## src/rtl/spi_nvm_pkg.sv

```systemverilog
package spi_nvm_pkg;

    localparam int ADDR_W  = 13;
    localparam int WORD_W  = 24;
    localparam int NBITS_W = 5;

    typedef enum logic [1:0] {
        OP_READ   = 2'd0,
        OP_WRITE  = 2'd1,
        OP_RDSTAT = 2'd2,
        OP_WRSTAT = 2'd3
    } nvm_op_e;

    localparam logic [7:0] CMD_WEN   = 8'h06;
    localparam logic [7:0] CMD_WDIS  = 8'h04;
    localparam logic [7:0] CMD_SRD   = 8'h05;
    localparam logic [7:0] CMD_SWR   = 8'h01;
    localparam logic [2:0] TAIL_RD   = 3'b011;
    localparam logic [2:0] TAIL_WR   = 3'b010;
    localparam logic [15:0] PARK_ONES = 16'hFFFF;

    // One chip-select frame: left-aligned bit stream, number of clocks,
    // whether a settle wait follows it, and whether it ends the operation.
    typedef struct packed {
        logic [WORD_W-1:0]  word;
        logic [NBITS_W-1:0] nbits;
        logic               settle;
        logic               last;
    } frame_desc_t;

    function automatic logic op_modifies(nvm_op_e o);
        return (o == OP_WRITE) || (o == OP_WRSTAT);
    endfunction

    function automatic logic op_returns(nvm_op_e o);
        return (o == OP_READ) || (o == OP_RDSTAT);
    endfunction

    function automatic frame_desc_t step_desc(nvm_op_e o, logic [1:0] step,
                                              logic [ADDR_W-1:0] a, logic [7:0] wd);
        frame_desc_t d;
        d = '0;
        unique case (o)
            OP_READ: begin
                d.word  = {a[12:8], TAIL_RD, a[7:0], 8'hFF};
                d.nbits = 5'd24;
                d.last  = 1'b1;
            end
            OP_WRITE: begin
                case (step)
                    2'd0: begin
                        d.word  = {CMD_WEN, PARK_ONES};
                        d.nbits = 5'd8;
                    end
                    2'd1: begin
                        d.word  = {a[12:8], TAIL_WR, a[7:0], wd};
                        d.nbits = 5'd24;
                    end
                    default: begin
                        d.word   = {CMD_WDIS, PARK_ONES};
                        d.nbits  = 5'd8;
                        d.settle = 1'b1;
                        d.last   = 1'b1;
                    end
                endcase
            end
            OP_RDSTAT: begin
                d.word  = {CMD_SRD, PARK_ONES};
                d.nbits = 5'd16;
                d.last  = 1'b1;
            end
            default: begin
                if (step == 2'd0) begin
                    d.word   = {CMD_WEN, PARK_ONES};
                    d.nbits  = 5'd8;
                    d.settle = 1'b1;
                end else begin
                    d.word   = {CMD_SWR, wd, 8'hFF};
                    d.nbits  = 5'd16;
                    d.settle = 1'b1;
                    d.last   = 1'b1;
                end
            end
        endcase
        return d;
    endfunction

endpackage

```

## src/rtl/spi_nvm_frame.sv

```systemverilog
module spi_nvm_frame
    import spi_nvm_pkg::*;
#(
    parameter int HALF_DIV = 4
) (
    input  logic               clk,
    input  logic               rst,
    input  logic               go,
    input  logic [WORD_W-1:0]  word,
    input  logic [NBITS_W-1:0] nbits,
    input  logic               miso,
    output logic               sck,
    output logic               cs_n,
    output logic               mosi,
    output logic [7:0]         rx_byte,
    output logic               fdone
);
    localparam int GAP_CYC = 2 * HALF_DIV;
    localparam int CW      = $clog2(GAP_CYC + 1);
    localparam logic [CW-1:0] HALF_LD = CW'(HALF_DIV - 1);
    localparam logic [CW-1:0] GAP_LD  = CW'(GAP_CYC - 1);

    typedef enum logic [2:0] {F_IDLE, F_LOW, F_HIGH, F_TAIL, F_GAP} fstate_e;

    fstate_e            state;
    logic [CW-1:0]      cnt;
    logic [WORD_W-1:0]  shreg;
    logic [NBITS_W-1:0] left;
    logic               cnt_zero;

    assign cnt_zero = (cnt == '0);

    always_ff @(posedge clk) begin
        if (rst) begin
            state   <= F_IDLE;
            cnt     <= '0;
            shreg   <= '1;
            left    <= '0;
            rx_byte <= '0;
            fdone   <= 1'b0;
        end else begin
            fdone <= 1'b0;
            unique case (state)
                F_IDLE: begin
                    if (go) begin
                        shreg <= word;
                        left  <= nbits;
                        cnt   <= HALF_LD;
                        state <= F_LOW;
                    end
                end
                F_LOW: begin
                    if (cnt_zero) begin
                        cnt   <= HALF_LD;
                        state <= F_HIGH;
                    end else begin
                        cnt <= cnt - 1'b1;
                    end
                end
                F_HIGH: begin
                    if (cnt_zero) begin
                        rx_byte <= {rx_byte[6:0], miso};
                        shreg   <= {shreg[WORD_W-2:0], 1'b1};
                        left    <= left - 1'b1;
                        cnt     <= HALF_LD;
                        state   <= (left == NBITS_W'(1)) ? F_TAIL : F_LOW;
                    end else begin
                        cnt <= cnt - 1'b1;
                    end
                end
                F_TAIL: begin
                    if (cnt_zero) begin
                        cnt   <= GAP_LD;
                        state <= F_GAP;
                    end else begin
                        cnt <= cnt - 1'b1;
                    end
                end
                default: begin
                    if (cnt_zero) begin
                        fdone <= 1'b1;
                        state <= F_IDLE;
                    end else begin
                        cnt <= cnt - 1'b1;
                    end
                end
            endcase
        end
    end

    assign sck  = (state == F_HIGH);
    assign cs_n = !((state == F_LOW) || (state == F_HIGH) || (state == F_TAIL));
    assign mosi = shreg[WORD_W-1];

endmodule

```

## src/rtl/spi_nvm_timer.sv

```systemverilog
module spi_nvm_timer #(
    parameter int SETTLE_CYCLES = 100
) (
    input  logic clk,
    input  logic rst,
    input  logic kick,
    output logic expired
);
    localparam int TW = $clog2(SETTLE_CYCLES + 1);

    logic [TW-1:0] cnt;
    logic          run;

    always_ff @(posedge clk) begin
        if (rst) begin
            cnt     <= '0;
            run     <= 1'b0;
            expired <= 1'b0;
        end else begin
            expired <= 1'b0;
            if (kick) begin
                cnt <= TW'(SETTLE_CYCLES);
                run <= 1'b1;
            end else if (run) begin
                if (cnt <= TW'(1)) begin
                    run     <= 1'b0;
                    expired <= 1'b1;
                end
                cnt <= cnt - 1'b1;
            end
        end
    end

endmodule

```

## src/rtl/spi_nvm_ctrl.sv

```systemverilog
module spi_nvm_ctrl
    import spi_nvm_pkg::*;
(
    input  logic               clk,
    input  logic               rst,
    input  logic               start,
    input  nvm_op_e            op,
    input  logic [ADDR_W-1:0]  addr,
    input  logic [7:0]         wdata,
    input  logic               fdone,
    input  logic [7:0]         rx_byte,
    input  logic               tmr_expired,
    output logic               go,
    output logic [WORD_W-1:0]  word,
    output logic [NBITS_W-1:0] nbits,
    output logic               tmr_kick,
    output logic               busy,
    output logic               done,
    output logic [7:0]         rdata,
    output logic               wp_n
);
    typedef enum logic [1:0] {C_IDLE, C_ISSUE, C_WAIT, C_SETTLE} cstate_e;

    cstate_e           state;
    nvm_op_e           op_q;
    logic [ADDR_W-1:0] addr_q;
    logic [7:0]        wd_q;
    logic [1:0]        step;
    frame_desc_t       desc;
    logic              frame_end;
    logic              step_over;

    assign desc      = step_desc(op_q, step, addr_q, wd_q);
    assign frame_end = (state == C_WAIT) && fdone;
    assign step_over = (frame_end && !desc.settle) ||
                       ((state == C_SETTLE) && tmr_expired);

    always_ff @(posedge clk) begin
        if (rst) begin
            state  <= C_IDLE;
            op_q   <= OP_READ;
            addr_q <= '0;
            wd_q   <= '0;
            step   <= '0;
            rdata  <= '0;
            done   <= 1'b0;
            wp_n   <= 1'b0;
        end else begin
            done <= 1'b0;
            unique case (state)
                C_IDLE: begin
                    if (start) begin
                        op_q   <= op;
                        addr_q <= addr;
                        wd_q   <= wdata;
                        step   <= '0;
                        wp_n   <= op_modifies(op);
                        state  <= C_ISSUE;
                    end
                end
                C_ISSUE: state <= C_WAIT;
                C_WAIT: begin
                    if (fdone) begin
                        if (desc.last && op_returns(op_q)) begin
                            rdata <= rx_byte;
                        end
                        if (desc.settle) begin
                            state <= C_SETTLE;
                        end
                    end
                end
                default: ;
            endcase
            if (step_over) begin
                if (desc.last) begin
                    state <= C_IDLE;
                    done  <= 1'b1;
                    wp_n  <= 1'b0;
                end else begin
                    step  <= step + 1'b1;
                    state <= C_ISSUE;
                end
            end
        end
    end

    assign go       = (state == C_ISSUE);
    assign word     = desc.word;
    assign nbits    = desc.nbits;
    assign tmr_kick = frame_end && desc.settle;
    assign busy     = (state != C_IDLE);

endmodule

```

## src/rtl/spi_nvm_seq.sv

```systemverilog
module spi_nvm_seq
    import spi_nvm_pkg::*;
#(
    parameter int HALF_DIV      = 4,
    parameter int SETTLE_CYCLES = 1000
) (
    input  logic        clk,
    input  logic        rst,
    input  logic        start,
    input  logic [1:0]  op,
    input  logic [12:0] addr,
    input  logic [7:0]  wdata,
    output logic [7:0]  rdata,
    output logic        busy,
    output logic        done,
    output logic        sck,
    output logic        mosi,
    input  logic        miso,
    output logic        cs_n,
    output logic        wp_n,
    output logic        hold_n
);
    logic               go;
    logic [WORD_W-1:0]  word;
    logic [NBITS_W-1:0] nbits;
    logic [7:0]         rx_byte;
    logic               fdone;
    logic               tmr_kick;
    logic               tmr_expired;

    spi_nvm_ctrl u_ctrl (
        .clk         (clk),
        .rst         (rst),
        .start       (start),
        .op          (nvm_op_e'(op)),
        .addr        (addr),
        .wdata       (wdata),
        .fdone       (fdone),
        .rx_byte     (rx_byte),
        .tmr_expired (tmr_expired),
        .go          (go),
        .word        (word),
        .nbits       (nbits),
        .tmr_kick    (tmr_kick),
        .busy        (busy),
        .done        (done),
        .rdata       (rdata),
        .wp_n        (wp_n)
    );

    spi_nvm_frame #(.HALF_DIV(HALF_DIV)) u_frame (
        .clk     (clk),
        .rst     (rst),
        .go      (go),
        .word    (word),
        .nbits   (nbits),
        .miso    (miso),
        .sck     (sck),
        .cs_n    (cs_n),
        .mosi    (mosi),
        .rx_byte (rx_byte),
        .fdone   (fdone)
    );

    spi_nvm_timer #(.SETTLE_CYCLES(SETTLE_CYCLES)) u_timer (
        .clk     (clk),
        .rst     (rst),
        .kick    (tmr_kick),
        .expired (tmr_expired)
    );

    assign hold_n = 1'b1;

endmodule

```

## config.mk

```make
export PLATFORM = sky130hd
export DESIGN_NAME = spi_nvm_seq
export DESIGN_NICKNAME = d
export VERILOG_FILES = /design/src/rtl/spi_nvm_pkg.sv /design/src/rtl/spi_nvm_frame.sv /design/src/rtl/spi_nvm_timer.sv /design/src/rtl/spi_nvm_ctrl.sv /design/src/rtl/spi_nvm_seq.sv
export SDC_FILE = /design/constraint.sdc
export NUM_CORES = 1
export LEC_CHECK = 0
export BUFFER_PORTS_ARGS = -buffer_cell sky130_fd_sc_hd__buf_2
export CAP_MARGIN = 20
export CORE_MARGIN = 2
export CORE_UTILIZATION = 42
export DETAILED_ROUTE_END_ITERATION = 10
export PLACE_DENSITY = 0.73
export SLEW_MARGIN = 20
export SYNTH_ARGS = -nofsm -noshare
export SYNTH_HDL_FRONTEND = slang
export SYNTH_SLANG_ARGS = --single-unit
```

## constraint.sdc

```tcl
create_clock -name clk -period 1.9 [get_ports clk]
set_clock_uncertainty 0.1 [all_clocks]
set_input_delay 0.19 -clock clk [delete_from_list [all_inputs] [get_ports clk]]
set_output_delay 0.19 -clock clk [all_outputs]
set_load 0.01 [all_outputs]
```

# [After elaboration in Yosys (flattened, before gate mapping)]
# Index checks and enable logic that the tools add are counted.
[op_classes] eq_ne=20 order_cmp=1 addsub=4 bitwise_logic=2 reduce_logical=36 mux=47
[ops] cell="29-bit case mux with 3 select lines" count=1
[ops] cell="29-bit case mux with 2 select lines" count=1
[ops] cell="24-bit two-way mux" count=2
[ops] cell="24-bit case mux with 2 select lines" count=1
[ops] cell="25-bit two-way mux" count=1
[ops] cell="10-bit two-way mux" count=2
[ops] cell="2-bit two-way mux" count=10
[ops] cell="4-bit two-way mux" count=4
[ops] cell="3-bit two-way mux" count=5
[ops] cell="1-bit two-way mux" count=12
[ops] cell="3-bit case mux with 4 select lines" count=1
[ops] cell="4-bit case mux with 3 select lines" count=1
[ops] cell="10-bit by 1-bit <= comparator with 1-bit output, second input constant" count=1
[ops] cell="5-bit two-way mux" count=2
[ops] cell="5-bit case mux with 2 select lines" count=1
[ops] cell="2-bit OR reduction" count=5
[ops] cell="10-bit by 1-bit subtractor with 10-bit output, second input constant" count=1
[ops] cell="2-bit by 1-bit equality test with 1-bit output, second input constant" count=4
[ops] cell="2-bit equality test, second input constant" count=4
[ops] cell="2-bit nonzero test" count=4
[ops] cell="3-bit by 2-bit equality test with 1-bit output, second input constant" count=2
[ops] cell="2-bit logical NOT" count=3
[ops] cell="2-bit by 1-bit != test with 1-bit output, second input constant" count=3
[ops] cell="3-bit by 1-bit != test with 1-bit output, second input constant" count=2
[ops] cell="23 further kinds" count=37
[word_totals] out_inout_bits=15 input_bits=27 ff_bits=94

# [Depth between registers and ports, before layout]
# Gate-level depths: netlist of the first run.
[depth] word_depth=9 depth_mapped=7 depth_no_buf=6

# [Cells and area by module]
# From an unflattened synthesis of the first run, not the netlist that was laid out.
[hier_totals] hier_cells=589 hier_area_um2=4685.7
[modules_own_cells] mod="spi_nvm_frame" instances=1 area_each_um2=2093.3 cells_per_inst=265 seq_area_each_um2=900.9
[modules_own_cells] mod="spi_nvm_ctrl" instances=1 area_each_um2=1994.4 cells_per_inst=257 seq_area_each_um2=740.7
[modules_own_cells] mod="spi_nvm_timer" instances=1 area_each_um2=586.8 cells_per_inst=65 seq_area_each_um2=240.2
[modules_own_cells] mod="spi_nvm_seq" instances=1 area_each_um2=11.3 cells_per_inst=2 seq_area_each_um2=0.0

# [Least setup slack after synthesis of the first run]
# Ideal clock, no wire load.
[synth_timing] path_type="flip-flop to flip-flop" start="register u_ctrl.step[0]" end="register u_ctrl.step[1]" slack_ns=0.052 stages_incl_launch_ff=7 arrival_time_ns=1.647 setup_ns=0.101 cell_sequence="dfxtp_1 > inv_1 > ha_1 > or3b_1 > a32oi_2 > nor2_1 > o41ai_1"
[synth_between] elab_chain_cells=8
[synth_lines] item="start, declared" line_no="spi_nvm_ctrl.sv:28" text="logic [1:0] step;"
[synth_lines] item="start signal, assigned" line_no="spi_nvm_ctrl.sv:80" text="step <= step + 1'b1;"
[synth_lines] item="2-bit by 1-bit equality test with 1-bit output / 2-bit logical NOT (equally long branches)" line_no="spi_nvm_pkg.sv:50, spi_nvm_pkg.sv:73"
[synth_lines] item="2-bit OR reduction (no source line)"
[synth_lines] item="2-bit two-way mux" line_no="spi_nvm_pkg.sv:50" text="case (step)"
[synth_lines] item="1-bit case mux with 2 select lines" line_no="spi_nvm_pkg.sv:43" text="unique case (o)"
[synth_lines] item="1-bit logical NOT" line_no="spi_nvm_ctrl.sv:35" text="assign step_over = (frame_end && !desc.settle) ||"
[synth_lines] item="1-bit logical AND" line_no="spi_nvm_ctrl.sv:35"
[synth_lines] item="1-bit logical OR" line_no="spi_nvm_ctrl.sv:35"
[synth_lines] item="2-bit two-way mux *" line_no="spi_nvm_ctrl.sv:74" text="if (step_over) begin"
# Every way passes the cells marked *; elsewhere a longest branch is shown, timed or not.
# A chain may end at the register's enable or synchronous reset.

# [Worst setup path after layout of the first run]
[layout_timing] start="register u_ctrl.state[0]" end="register u_ctrl.step[1]"
[layout_between] elab_chain_cells=5
[layout_lines] item="start, declared" line_no="spi_nvm_ctrl.sv:24" text="cstate_e state;"
[layout_lines] item="start signal, assigned" line_no="spi_nvm_ctrl.sv:40" text="state <= C_IDLE;"
[layout_lines] item="start signal, assigned" line_no="spi_nvm_ctrl.sv:58" text="state <= C_ISSUE;"
[layout_lines] item="start signal, assigned" line_no="spi_nvm_ctrl.sv:61" text="C_ISSUE: state <= C_WAIT;"
[layout_lines] item="2-bit equality test" line_no="spi_nvm_ctrl.sv:34" text="assign frame_end = (state == C_WAIT) && fdone;"
[layout_lines] item="1-bit logical AND" line_no="spi_nvm_ctrl.sv:34"
[layout_lines] item="1-bit logical AND" line_no="spi_nvm_ctrl.sv:35"
[layout_lines] item="1-bit logical OR" line_no="spi_nvm_ctrl.sv:35"
[layout_lines] item="2-bit two-way mux *" line_no="spi_nvm_ctrl.sv:74"
# Marked as above.

==> results of run 1 <==
-- how the worst max path moves through the flow --
stage	endpoint	from	cells after the start	slack, ns
2_1_floorplan	u_ctrl.step[1]	u_ctrl.step[0]	6	0.05
3_3_place_gp	u_ctrl.step[1]	u_ctrl.step[0]	6	0.004
3_5_place_dp	u_ctrl.step[1]	u_ctrl.step[0]	6	-0.06
4_1_cts	u_ctrl.step[1]	u_ctrl.step[0]	6	0.001
5_1_grt	u_frame.cnt[3]	u_ctrl.state[1]	7	-0.11
6_report	u_ctrl.step[1]	u_ctrl.state[0]	6	0.05
-- logic make-up after synthesis --
family	synth area share (%)
compound gates	21.7
simple gates	21.9
fa+ha+maj	3.58
other cells	0.0893
buf+inv	5.36
flops	44.8
xor+xnor	2.50
-- layer usage --
layer  global-route usage [%]  vias up  share of wire [%]
met1                     23.2     1803                 44
met2                     32.7       87                 51
met5                        0        -                  0
met3                     4.32       15                3.5
li1                         -     1915                  -
met4                     5.98        0                1.6
-- Yosys cell counts (all sizes together) (2+ instances only) --
master,number
nand2,97
dfxtp,94
a21oi,81
nor3,23
clkbuf,22
inv,16
buf,14
nor2,14
o21ai,14
ha,12
a31oi,11
o221ai,9
o22ai,8
xnor2,6
xor2,6
a22oi,5
nand3,5
nor4,5
nor4b,5
a211oi,4
nor2b,4
a2111oi,3
and2,3
and3,3
nand2b,3
nand4b,3
o211ai,3
or3b,3
or4b,3
a21o,2
nor3b,2
o2111ai,2
o311a,2
o41ai,2
or3,2
-- cells in the final DEF, fill, tap and decap left out, types with 4 or more instances in the layout --
cell type and count:
xor2_1 6, nor3_1 21, buf_2 40, buf_4 31, nor4_1 4, o22ai_1 8, o221ai_1 9, dfxtp_1 91
xnor2_1 6, a22oi_1 5, a21oi_1 81, nand3_1 5, nor2_1 13, clkbuf_8 11, o21ai_0 13, inv_1 12
dlygate4sd3_1 24, a31oi_1 11, nand2_1 96, ha_1 9
-- where the power goes --
group	internal [mW]	switching, mW	leakage, nW
Sequential	2.41	0.312	0.769
Combinational	1.13	1.45	1.14
Clock	0.557	0.727	0.0886
Total	4.10	2.49	1.99
-- flip-flops by register name (all words and copies together), names as in the netlist --
signal / count
u_frame.state: 3
u_frame.left: 5
u_ctrl.step: 2
u_timer.expired: 1
u_ctrl.done: 1
u_timer.cnt: 10
u_ctrl.state: 2
u_ctrl.wp_n: 1
u_frame.shreg: 24
u_frame.rx_byte: 8
u_timer.run: 1
u_frame.cnt: 4
u_ctrl.wd_q: 8
u_ctrl.addr_q: 13
u_frame.fdone: 1
u_ctrl.op_q: 2
u_ctrl.rdata: 8
-- tightest hold or removal path, stage by stage --
cell and delay (ns):
buf_2 0.11, or4b_2 0.13, o41ai_2 0.05
-- through the flow --
stage	cells	utilization, %	cell area (um2)	hold slack [ns]	setup WS, ns
2_1_floorplan	500	-	4200	0.226	0.0525
3_3_place_gp	666	47.7	4640	0.331	0.00433
3_5_place_dp	666	47.7	4640	0.337	-0.0601
4_1_cts	707	52.6	5120	0.0584	0.00116
5_1_grt	712	54.1	5270	0.0744	-0.106
6_report	712	54.1	5270	0.0654	0.0549
-- repair_timing --
item | CTS | global route
buffers inserted | 1 | 5
pin swaps | 2 | 6
setup endpoints to repair | 14 | 38
gates resized for setup | 10 | 27
hold buffers | 24 | 0
endpoints found under the hold margin | 25 | 0
-- layout make-up --
class	instances	area [um2]
fill	905	4460
multi-input combinational	354	2210
sequential	94	1890
timing repair buffer	99	744
tap	133	166
clock buffer	11	151
inverter	16	65.1
clock inverter	5	40.0
==> metrics.cfg, run 1 <==
[critical_path]
r2r-end=u_ctrl.step[1]
path_cells=inv_1, ha_1, and2_4, a32oi_4, or4b_2, o41ai_2
ff2ff_path_depth=6
setup.worst_path.start_class=register
end_kind=register
crit_family=simple AND/OR/NAND/NOR gates
cpMaxStageDelayCell=or4b_2
arrival_ns=2.02
crit_required_ns=2.07
cp_max_fo=6
slowest_delay_ns=0.67
reg2reg_slack_ns=0.05
cp_num_buf_inv=1
worstReg2RegStart=u_ctrl.state[0]
path_class=register to register

[clocking]
clockBufferDepth=2
cts_tree=built
cts_inserted_buffers=9
cts.clk_slew.worst_paths_ns=0.09
clock-root-buffer=clkbuf_8
insertion_delay_ns=0.37
cts_sinks=94
htree_levels=3

[yosys]
syn_nets=539
syn_area_um2=4200
synth-edff-count=0
synthFlopType=dfxtp_1
yosys_warnings=0
synth_top_area_share_pct=44.8
syn_area_per_cell_um2=8.40
netlist_instances=500
yosys.cell_types.count=58
synthArstFlopShare_pct=0
synth_top_cell_by_area=dfxtp_1
ys_seq_area_share_pct=44.8
ys_ff_latch=94
synth_area_leaders=dfxtp_1, a21oi_1, nand2_1

[sta]
tns_ns=0
period_minus_slack_ns=1.85
hold_viol=0
fin_crit_sh_pct=97.1
setup_viol_count_final=0
slew_violations=0
fmax_mhz=542
rsz0062_at_grt=yes

[worst_hold_path]
min_to=u_ctrl.step[1]
min_path_cells=3
hold_start=rst
hp-class=input port to register

[detailed_routing]
finalWirelength_um=9840
via_count=3820
wire_per_inst_um=13.8
drc_errors=0
drtIter0Drc=178
ant_nets=0
drtPass1Iterations=7
via_per_inst=5.37

[die]
core-area_um2=9730
rows=36
die-height_um=104
die-area_um2=10800
die_w_um=104
io_pins=42
start_util_pct=43.2

[place]
io_buffer_count=40
dp_hpwl_um=6590
gp_congestion=0.827

[grt]
grt_overflow=0
grt_pass1_wl_um=17000
antenna_found_initial=0
grt_pass1_vias=3629
grt_max_degree=101
gr-usage-all-layers_pct=18.9

[power]
total_power_mw=6.59
irDropWorstVdd_mv=0.609
power_density_nw_per_um2=1250
p_leak_nw=1.99

[status]
status=finished clean

[finish]
nets=613
area_growth_pct=25.4
n_antenna_cell=0
final_layout_size_suffix_gt1_share_pct=22.5

[run]
drv_cap=0

(Power assumes the default switching activity.)
==> run 2, diff against run 1 <==
--- a/config.mk
+++ b/config.mk
@@ -5,6 +5,7 @@
 export SDC_FILE = /design/constraint.sdc
 export NUM_CORES = 1
 export LEC_CHECK = 0
+export ABC_AREA = 1
 export BUFFER_PORTS_ARGS = -buffer_cell sky130_fd_sc_hd__buf_2
 export CAP_MARGIN = 20
 export CORE_MARGIN = 2
==> run 2 against run 1 <==
Against the previous run:
- maximum frequency rose by 1.2%
- count of clock-buffer cells in the layout did not move
- non-clock buffer count fell by 32
- first-iteration DRC count rose by 13%
- final area fell by 3.2%
- via count rose by 4.2%
- sequential power rose by 4%
- die area rose by 3.8%
- synthesized cell count rose by 20%
- largest power group unchanged
==> metrics.cfg, run 2 <==
[grt]
gr-usage-all-layers_pct=18.6  ; was 18.9%
grt_pass1_wl_um=16900  ; was 17000 um
grt_overflow=0  ; unchanged
grt_pass1_vias=3858  ; was 3629
antenna_found_initial=0  ; unchanged
grt_max_degree=43  ; was 101

[detailed_routing]
via_count=3981  ; was 3820
drtIter0Drc=202  ; was 178
via_per_inst=5.03  ; was 5.37
ant_nets=0  ; unchanged
drtPass1Iterations=4  ; was 7
finalWirelength_um=9910  ; was 9840 um
drc_errors=0  ; unchanged
wire_per_inst_um=12.5  ; was 13.8 um

[critical_path]
crit_required_ns=1.61  ; was 2.07 ns
worstReg2RegStart=u_frame.cnt[0]  ; was u_ctrl.state[0]
end_kind=output pin  ; was register
cp_max_fo=24  ; was 6
r2r-end=u_frame.left[1]  ; was u_ctrl.step[1]
arrival_ns=1.53  ; was 2.02 ns
ff2ff_path_depth=10  ; was 6
setup.worst_path.start_class=register  ; unchanged
reg2reg_slack_ns=0.11  ; was 0.05 ns
path_class=register to output pin  ; was register to register

[run]
drv_cap=0  ; unchanged

[yosys]
ys_seq_area_share_pct=43.1  ; was 44.8%
synth_top_cell_by_area=dfxtp_1  ; unchanged
syn_nets=638  ; was 539
synth-edff-count=0  ; unchanged
synthFlopType=dfxtp_1  ; unchanged
synth_area_leaders=dfxtp_1, nand2_1, o21ai_0  ; was dfxtp_1, a21oi_1, nand2_1
synth_top_area_share_pct=43.1  ; was 44.8%
syn_area_um2=4370  ; was 4200 um2
ys_ff_latch=94  ; unchanged
syn_area_per_cell_um2=7.29  ; was 8.40 um2
synth_common_cells=nand2_1, dfxtp_1, o21ai_0, inv_1, nor2_1  ; was nand2_1, dfxtp_1, a21oi_1, clkbuf_1, nor3_1
yosysMostFrequentCell=nand2_1  ; unchanged
netlist_instances=599  ; was 500
synthArstFlopShare_pct=0  ; unchanged
yosys_warnings=0  ; unchanged
yosys.cell_types.count=37  ; was 58

[finish]
final_layout_size_suffix_gt1_share_pct=15.2  ; was 22.5%
fillers=1017  ; was 905
n_antenna_cell=0  ; unchanged
largest_reg_flops=24  ; unchanged
largest_registers=u_frame.shreg (24), u_ctrl.addr_q (13), u_timer.cnt (10)  ; unchanged
layout_commonest_cell=nand2_1  ; unchanged
nets=690  ; was 613
area_growth_pct=16.9  ; was 25.4%
largest_register=u_frame.shreg  ; unchanged
layout_common_cells=nand2_1, dfxtp_1, o21ai_0, inv_1, nor2_1  ; was nand2_1, dfxtp_1, a21oi_1, buf_2, buf_4
final_area_um2=5100  ; was 5270 um2

[sta]
slew_violations=0  ; unchanged
hold_viol=0  ; unchanged
period_minus_slack_ns=1.82  ; was 1.85 ns
fin_crit_sh_pct=95.9  ; was 97.1%
setup_viol_count_final=0  ; unchanged
fmax_mhz=549  ; was 542 MHz

[die]
die-height_um=106  ; was 104 um
core-area_um2=10200  ; was 9730 um2
start_util_pct=42.9  ; was 43.2%
rows=37  ; was 36
io_pins=42  ; unchanged
die-area_um2=11200  ; was 10800 um2
die_w_um=106  ; was 104 um

[clocking]
clockBufferDepth=2  ; unchanged
insertion_delay_ns=0.36  ; was 0.37 ns
clock-root-buffer=clkbuf_8  ; unchanged
cts_tree=built  ; unchanged
htree_levels=3  ; unchanged
cts_sinks=94  ; unchanged
cts.clk_slew.worst_paths_ns=0.09  ; about the same
cts_inserted_buffers=9  ; unchanged

[place]
io_buffer_count=40  ; unchanged
dpl-instance-area_um2=4760  ; was 4640 um2
dp_hpwl_um=6970  ; was 6590 um
gp_congestion=0.830  ; was 0.827

[power]
power_density_nw_per_um2=1320  ; was 1250 nW/um2
irDropWorstVdd_mv=0.684  ; was 0.609 mV
total_power_mw=6.74  ; was 6.59 mW
p_leak_nw=2.47  ; was 1.99 nW

[worst_hold_path]
min_path_cells=3  ; unchanged
hp-class=input port to register  ; unchanged
hold_start=addr[5]  ; was rst
min_to=u_ctrl.addr_q[5]  ; was u_ctrl.step[1]

[status]
status=finished clean  ; unchanged

[run 2: changes by cell type in the layout (fill, tap and decap cells not counted), sizes merged, moves of 16 or more]
cell,previous run,this run
a21oi,81,47
buf,75,55
inv,18,74
nand2,97,119
nand3,5,44
nor2,14,67
nor3,23,7
o211ai,3,20
o21ai,14,75
[run 2: worst max-delay path, cell delays in order, from the launching register on]
cell     delay [ns]
dfxtp_1        0.42
nor2_4         0.06
nand2_4        0.12
buf_12         0.17
nand2_1        0.09
nor2_1         0.14
buf_2          0.15
[run 2: kinds of logic after synthesis]
family | count (synthesis) | share of synthesized area [%]
adders and majority gates | 12 | 3.44
other | 1 | 0.0859
and+or+nand+nor | 242 | 23.6
buffers and inverters | 101 | 10.0
DFF | 94 | 43.1
xor gates and xnor gates | 1 | 0.201
AOI/OAI and AO/OA | 148 | 19.5
[run 2: cell type report]
cell class | instances | area [um2] | share of cell area, %
inverters | 75 | 284 | 5.57
clock buffers | 11 | 131 | 2.58
flip-flops and latches | 94 | 1880 | 36.9
multi-input cells | 404 | 2060 | 40.5
well taps | 136 | 170 | 3.34
repair buffers | 67 | 518 | 10.2
clock inverters | 5 | 50.0 | 0.981
[run 2: power breakdown]
part	internal (mW)	switching (mW)	leakage [nW]
Clock	0.601	0.661	0.0968
Sequential	2.51	0.334	0.769
Combinational	1.03	1.60	1.60
[run 2: stage by stage]
stage	setup TNS, ns	hold WS [ns]	worst slack (ns)	util (%)	std cells
after floorplan	0	0.225	0.294	-	599
after global placement	0	0.341	0.123	46.7	764
after detailed placement	0	0.344	0.0933	46.7	764
after CTS	0	0.00487	0.0598	49.9	792
after global routing	-0.0153	0.0397	-0.00902	50.1	792
final	0	0.0111	0.0770	50.1	792
[run 2: how the worst max path moves through the flow]
| stage | startpoint | endpoint | slack (ns) | depth (start not counted) |
|---|---|---|---|---|
| floorplan | u_frame.cnt[0] | u_frame.shreg[22] | 0.29 | 10 |
| global placement | u_ctrl.step[0] | u_frame.shreg[12] | 0.12 | 8 |
| detailed placement | u_ctrl.step[0] | u_frame.shreg[9] | 0.09 | 8 |
| CTS | u_frame.state[0] | cs_n | 0.06 | 6 |
| global route | u_frame.cnt[0] | u_frame.shreg[15] | -0.009 | 10 |
| finish | u_frame.state[0] | cs_n | 0.08 | 6 |
[run 2: timing repair]
item | in CTS | in global routing
setup buffers | 0 | 0
hold buffers | 11 | 0
endpoints found under the hold margin | 12 | 0
gates cloned | 1 | 0
resized for setup | 1 | 5
endpoints found under the setup margin | 1 | 15
[run 2: layer usage]
metal | up-vias | GRT usage, % | wire, um
met3 | 15 | 2.39 | 270
met5 | - | 0 | 0
met2 | 88 | 32.8 | 4980
met1 | 1828 | 21.8 | 4430
met4 | 0 | 10.3 | 231
li1 | 2050 | - | -
==> run 3, diff against run 2 <==
==> constraint.sdc (replaced) <==
create_clock -name clk -period 1.67 [get_ports clk]
set_clock_uncertainty 0.1 [all_clocks]
set_input_delay 0.167 -clock clk [delete_from_list [all_inputs] [get_ports clk]]
set_output_delay 0.167 -clock clk [all_outputs]
set_load 0.01 [all_outputs]
==> run 3 against run 2 <==
Against the previous run:
- non-clock buffer count increased by 8
- global-route usage increased by 0.19 points
- final cell count increased by 0.88%
- power increased by 16%
- combinational power increased by 21%
- worst hold slack got worse by 0.0049 ns
- count of clock-buffer cells in the layout increased by 1
- critical path type is now register to register
- largest cell class unchanged
- highest routed layer unchanged
==> metrics.cfg, run 3 (synthesis gave the netlist of run 2 again) <==
[detailed_routing]
wire_per_inst_um=12.6  ; was 12.5 um
top_layer=met4  ; unchanged
dr_wl_met3_um=304  ; was 270 um
drtIter0Drc=270  ; was 202
finalWirelength_um=10100  ; was 9910 um
drc_errors=0  ; unchanged
drtPass1Iterations=5  ; was 4
via_per_inst=5.07  ; was 5.03
wirelength_met1_um=4650  ; was 4430 um
wl_met2_um=4970  ; was 4980 um
via_count=4047  ; was 3981
ant_nets=0  ; unchanged

[power]
p_leak_nw=2.49  ; was 2.47 nW
irDropWorstVdd_mv=0.903  ; was 0.684 mV
power_density_nw_per_um2=1490  ; was 1320 nW/um2

[clocking]
clock-root-buffer=clkbuf_8  ; unchanged
cts_tree=built  ; unchanged
insertion_delay_ns=0.36  ; about the same
cts.clk_slew.worst_paths_ns=0.09  ; about the same
cts_sinks=94  ; unchanged
htree_levels=3  ; unchanged
cts_inserted_buffers=9  ; unchanged
clockBufferDepth=2  ; unchanged
post-cts-setup-buffer-count=0  ; unchanged

[grt]
antenna_found_initial=0  ; unchanged
grt_pass1_vias=3940  ; was 3858
grt_max_degree=48  ; was 43
grt_overflow=0  ; unchanged
grt_pass1_wl_um=17400  ; was 16900 um
gr-usage-all-layers_pct=18.8  ; was 18.6%

[sta]
fin_crit_sh_pct=96.2
setup_viol_count_final=0  ; unchanged
rsz0062_at_grt=yes
slew_violations=0  ; unchanged
hold_slack_ns=0.00622  ; was 0.0111 ns
tns_ns=0  ; unchanged
fmax_mhz=622
hold_viol=0  ; unchanged
setup_ws_ns=0.0632  ; was 0.0770 ns
period_minus_slack_ns=1.61

[die]
die-height_um=106  ; unchanged
rows=37  ; unchanged
die_w_um=106  ; unchanged
start_util_pct=42.9  ; unchanged
core-area_um2=10200  ; unchanged
die-area_um2=11200  ; unchanged
io_pins=42  ; unchanged

[finish]
final_layout_size_suffix_gt1_share_pct=18.7  ; was 15.2%
largest_reg_flops=24  ; unchanged
layout_commonest_cell=nand2_1  ; unchanged
largest_registers=u_frame.shreg (24), u_ctrl.addr_q (13), u_timer.cnt (10)  ; unchanged
n_antenna_cell=0  ; unchanged
largest_register=u_frame.shreg  ; unchanged
layout_common_cells=nand2_1, dfxtp_1, inv_1, o21ai_0, nor2_1  ; was nand2_1, dfxtp_1, o21ai_0, inv_1, nor2_1
fillers=980  ; was 1017
area_growth_pct=19.8  ; was 16.9%
nets=698  ; was 690

[critical_path]
ff2ff_path_depth=8  ; was 10
path_cells=inv_1, ha_1, buf_4, nand2_1, nand2_4, clkbuf_16, o211ai_1, nand3_1  ; was nor2_4, nand2_4, buf_12, nand2_1, nor2_1, buf_2
end_kind=register  ; was output pin
r2r-end=u_frame.shreg[4]  ; was u_frame.left[1]
slowest_delay_ns=0.36  ; was 0.42 ns
arrival_ns=1.75  ; was 1.53 ns
worstReg2RegStart=u_ctrl.state[1]  ; was u_frame.cnt[0]
cpMaxStageDelayCell=dfxtp_2  ; was dfxtp_1
reg2reg_slack_ns=0.06  ; was 0.11 ns
crit_required_ns=1.81  ; was 1.61 ns
path_class=register to register  ; was register to output pin
setup.worst_path.start_class=register  ; unchanged
cp_max_fo=14  ; was 24

[run]
drv_cap=0  ; unchanged

[worst_hold_path]
min_path_cells=3  ; unchanged
min_to=u_ctrl.wd_q[1]  ; was u_ctrl.addr_q[5]
hold_start=wdata[1]  ; was addr[5]
hp-class=input port to register  ; unchanged

[place]
gp_congestion=0.865  ; was 0.830
io_buffer_count=40  ; unchanged
dp_hpwl_um=6820  ; was 6970 um
dp_slack_ns=-0.0960  ; was 0.0933 ns

[status]
status=finished clean  ; unchanged

==> run 3: cell types whose count changed in the layout (fill, tap and decap cells not counted), sizes merged <==
| cell | previous run | this run |
|---|---|---|
| bufinv | 1 | 0 |
| buf | 55 | 59 |
| clkinv | 5 | 2 |
| bufbuf | 1 | 0 |
| clkbuf | 11 | 13 |
| dlygate4sd3 | 11 | 15 |
| clkinvlp | 0 | 2 |
==> run 3: where the power goes <==
group	switching, mW	total [mW]	internal (mW)
combinational	1.89	3.19	1.30
clock	0.758	1.37	0.613
sequential	0.390	3.26	2.87
==> run 3: cell type report <==
type | instances | area [um2] | share of cell area (%)
clock buffers | 12 | 155 | 2.97
clock inverters | 3 | 20.0 | 0.383
inverters | 75 | 284 | 5.43
multi-input cells | 404 | 2130 | 40.7
flip-flops and latches | 94 | 1890 | 36.2
well taps | 136 | 170 | 3.25
repair buffers | 75 | 581 | 11.1
==> run 3: what timing repair did <==
action / in CTS / in global routing
hold endpoints to repair: 16 / 0
pin swaps: 0 / 1
gates resized for setup: 6 / 33
hold buffers: 15 / 0
endpoints found under the setup margin: 13 / 43
gates cloned: 0 / 1
==> run 3: stage by stage <==
stage / instance area [um2] / utilization, % / instances / total power, mW
finish: 5230 / 51.4 / 799 / 7.82
global route: 5230 / 51.4 / 799 / 8.45
CTS: 5130 / 50.4 / 798 / 7.64
detailed placement: 4790 / 47.0 / 768 / 6.21
global placement: 4790 / 47.0 / 768 / 6.10
floorplan: 4370 / - / 599 / 5.46
==> run 3: worst max path at each step <==
stage                          startpoint                 to  slack (ns)  depth (start not counted)
after floorplan            u_frame.cnt[0]  u_frame.shreg[22]        0.06                         10
after global placement     u_ctrl.step[0]  u_frame.shreg[12]       -0.03                          8
after detailed placement   u_ctrl.step[0]  u_frame.shreg[12]        -0.1                          8
after CTS                 u_ctrl.state[1]   u_frame.shreg[7]      0.0007                          9
after global routing      u_ctrl.state[0]    u_ctrl.state[0]       -0.03                         10
final                     u_ctrl.state[1]   u_frame.shreg[4]        0.06                          8
==> run 3: worst max-delay path: cells and delay by family, from the launching register on <==
| family | cells | cell delay [ns] |
|---|---|---|
| flip-flops | 1 | 0.36 |
| adder cells (fa/ha/maj) | 1 | 0.20 |
| buffers and inverters | 3 | 0.41 |
| AO/OA/AOI/OAI | 1 | 0.10 |
| AND/OR/NAND/NOR | 3 | 0.31 |
==> run 3: per-layer routing <==
layer / up-vias / track usage [%]
li1: 2070 / -
met1: 1865 / 23.5
met2: 100 / 32.2
met3: 12 / 2.45
met4: 0 / 8.55
met5: - / 0
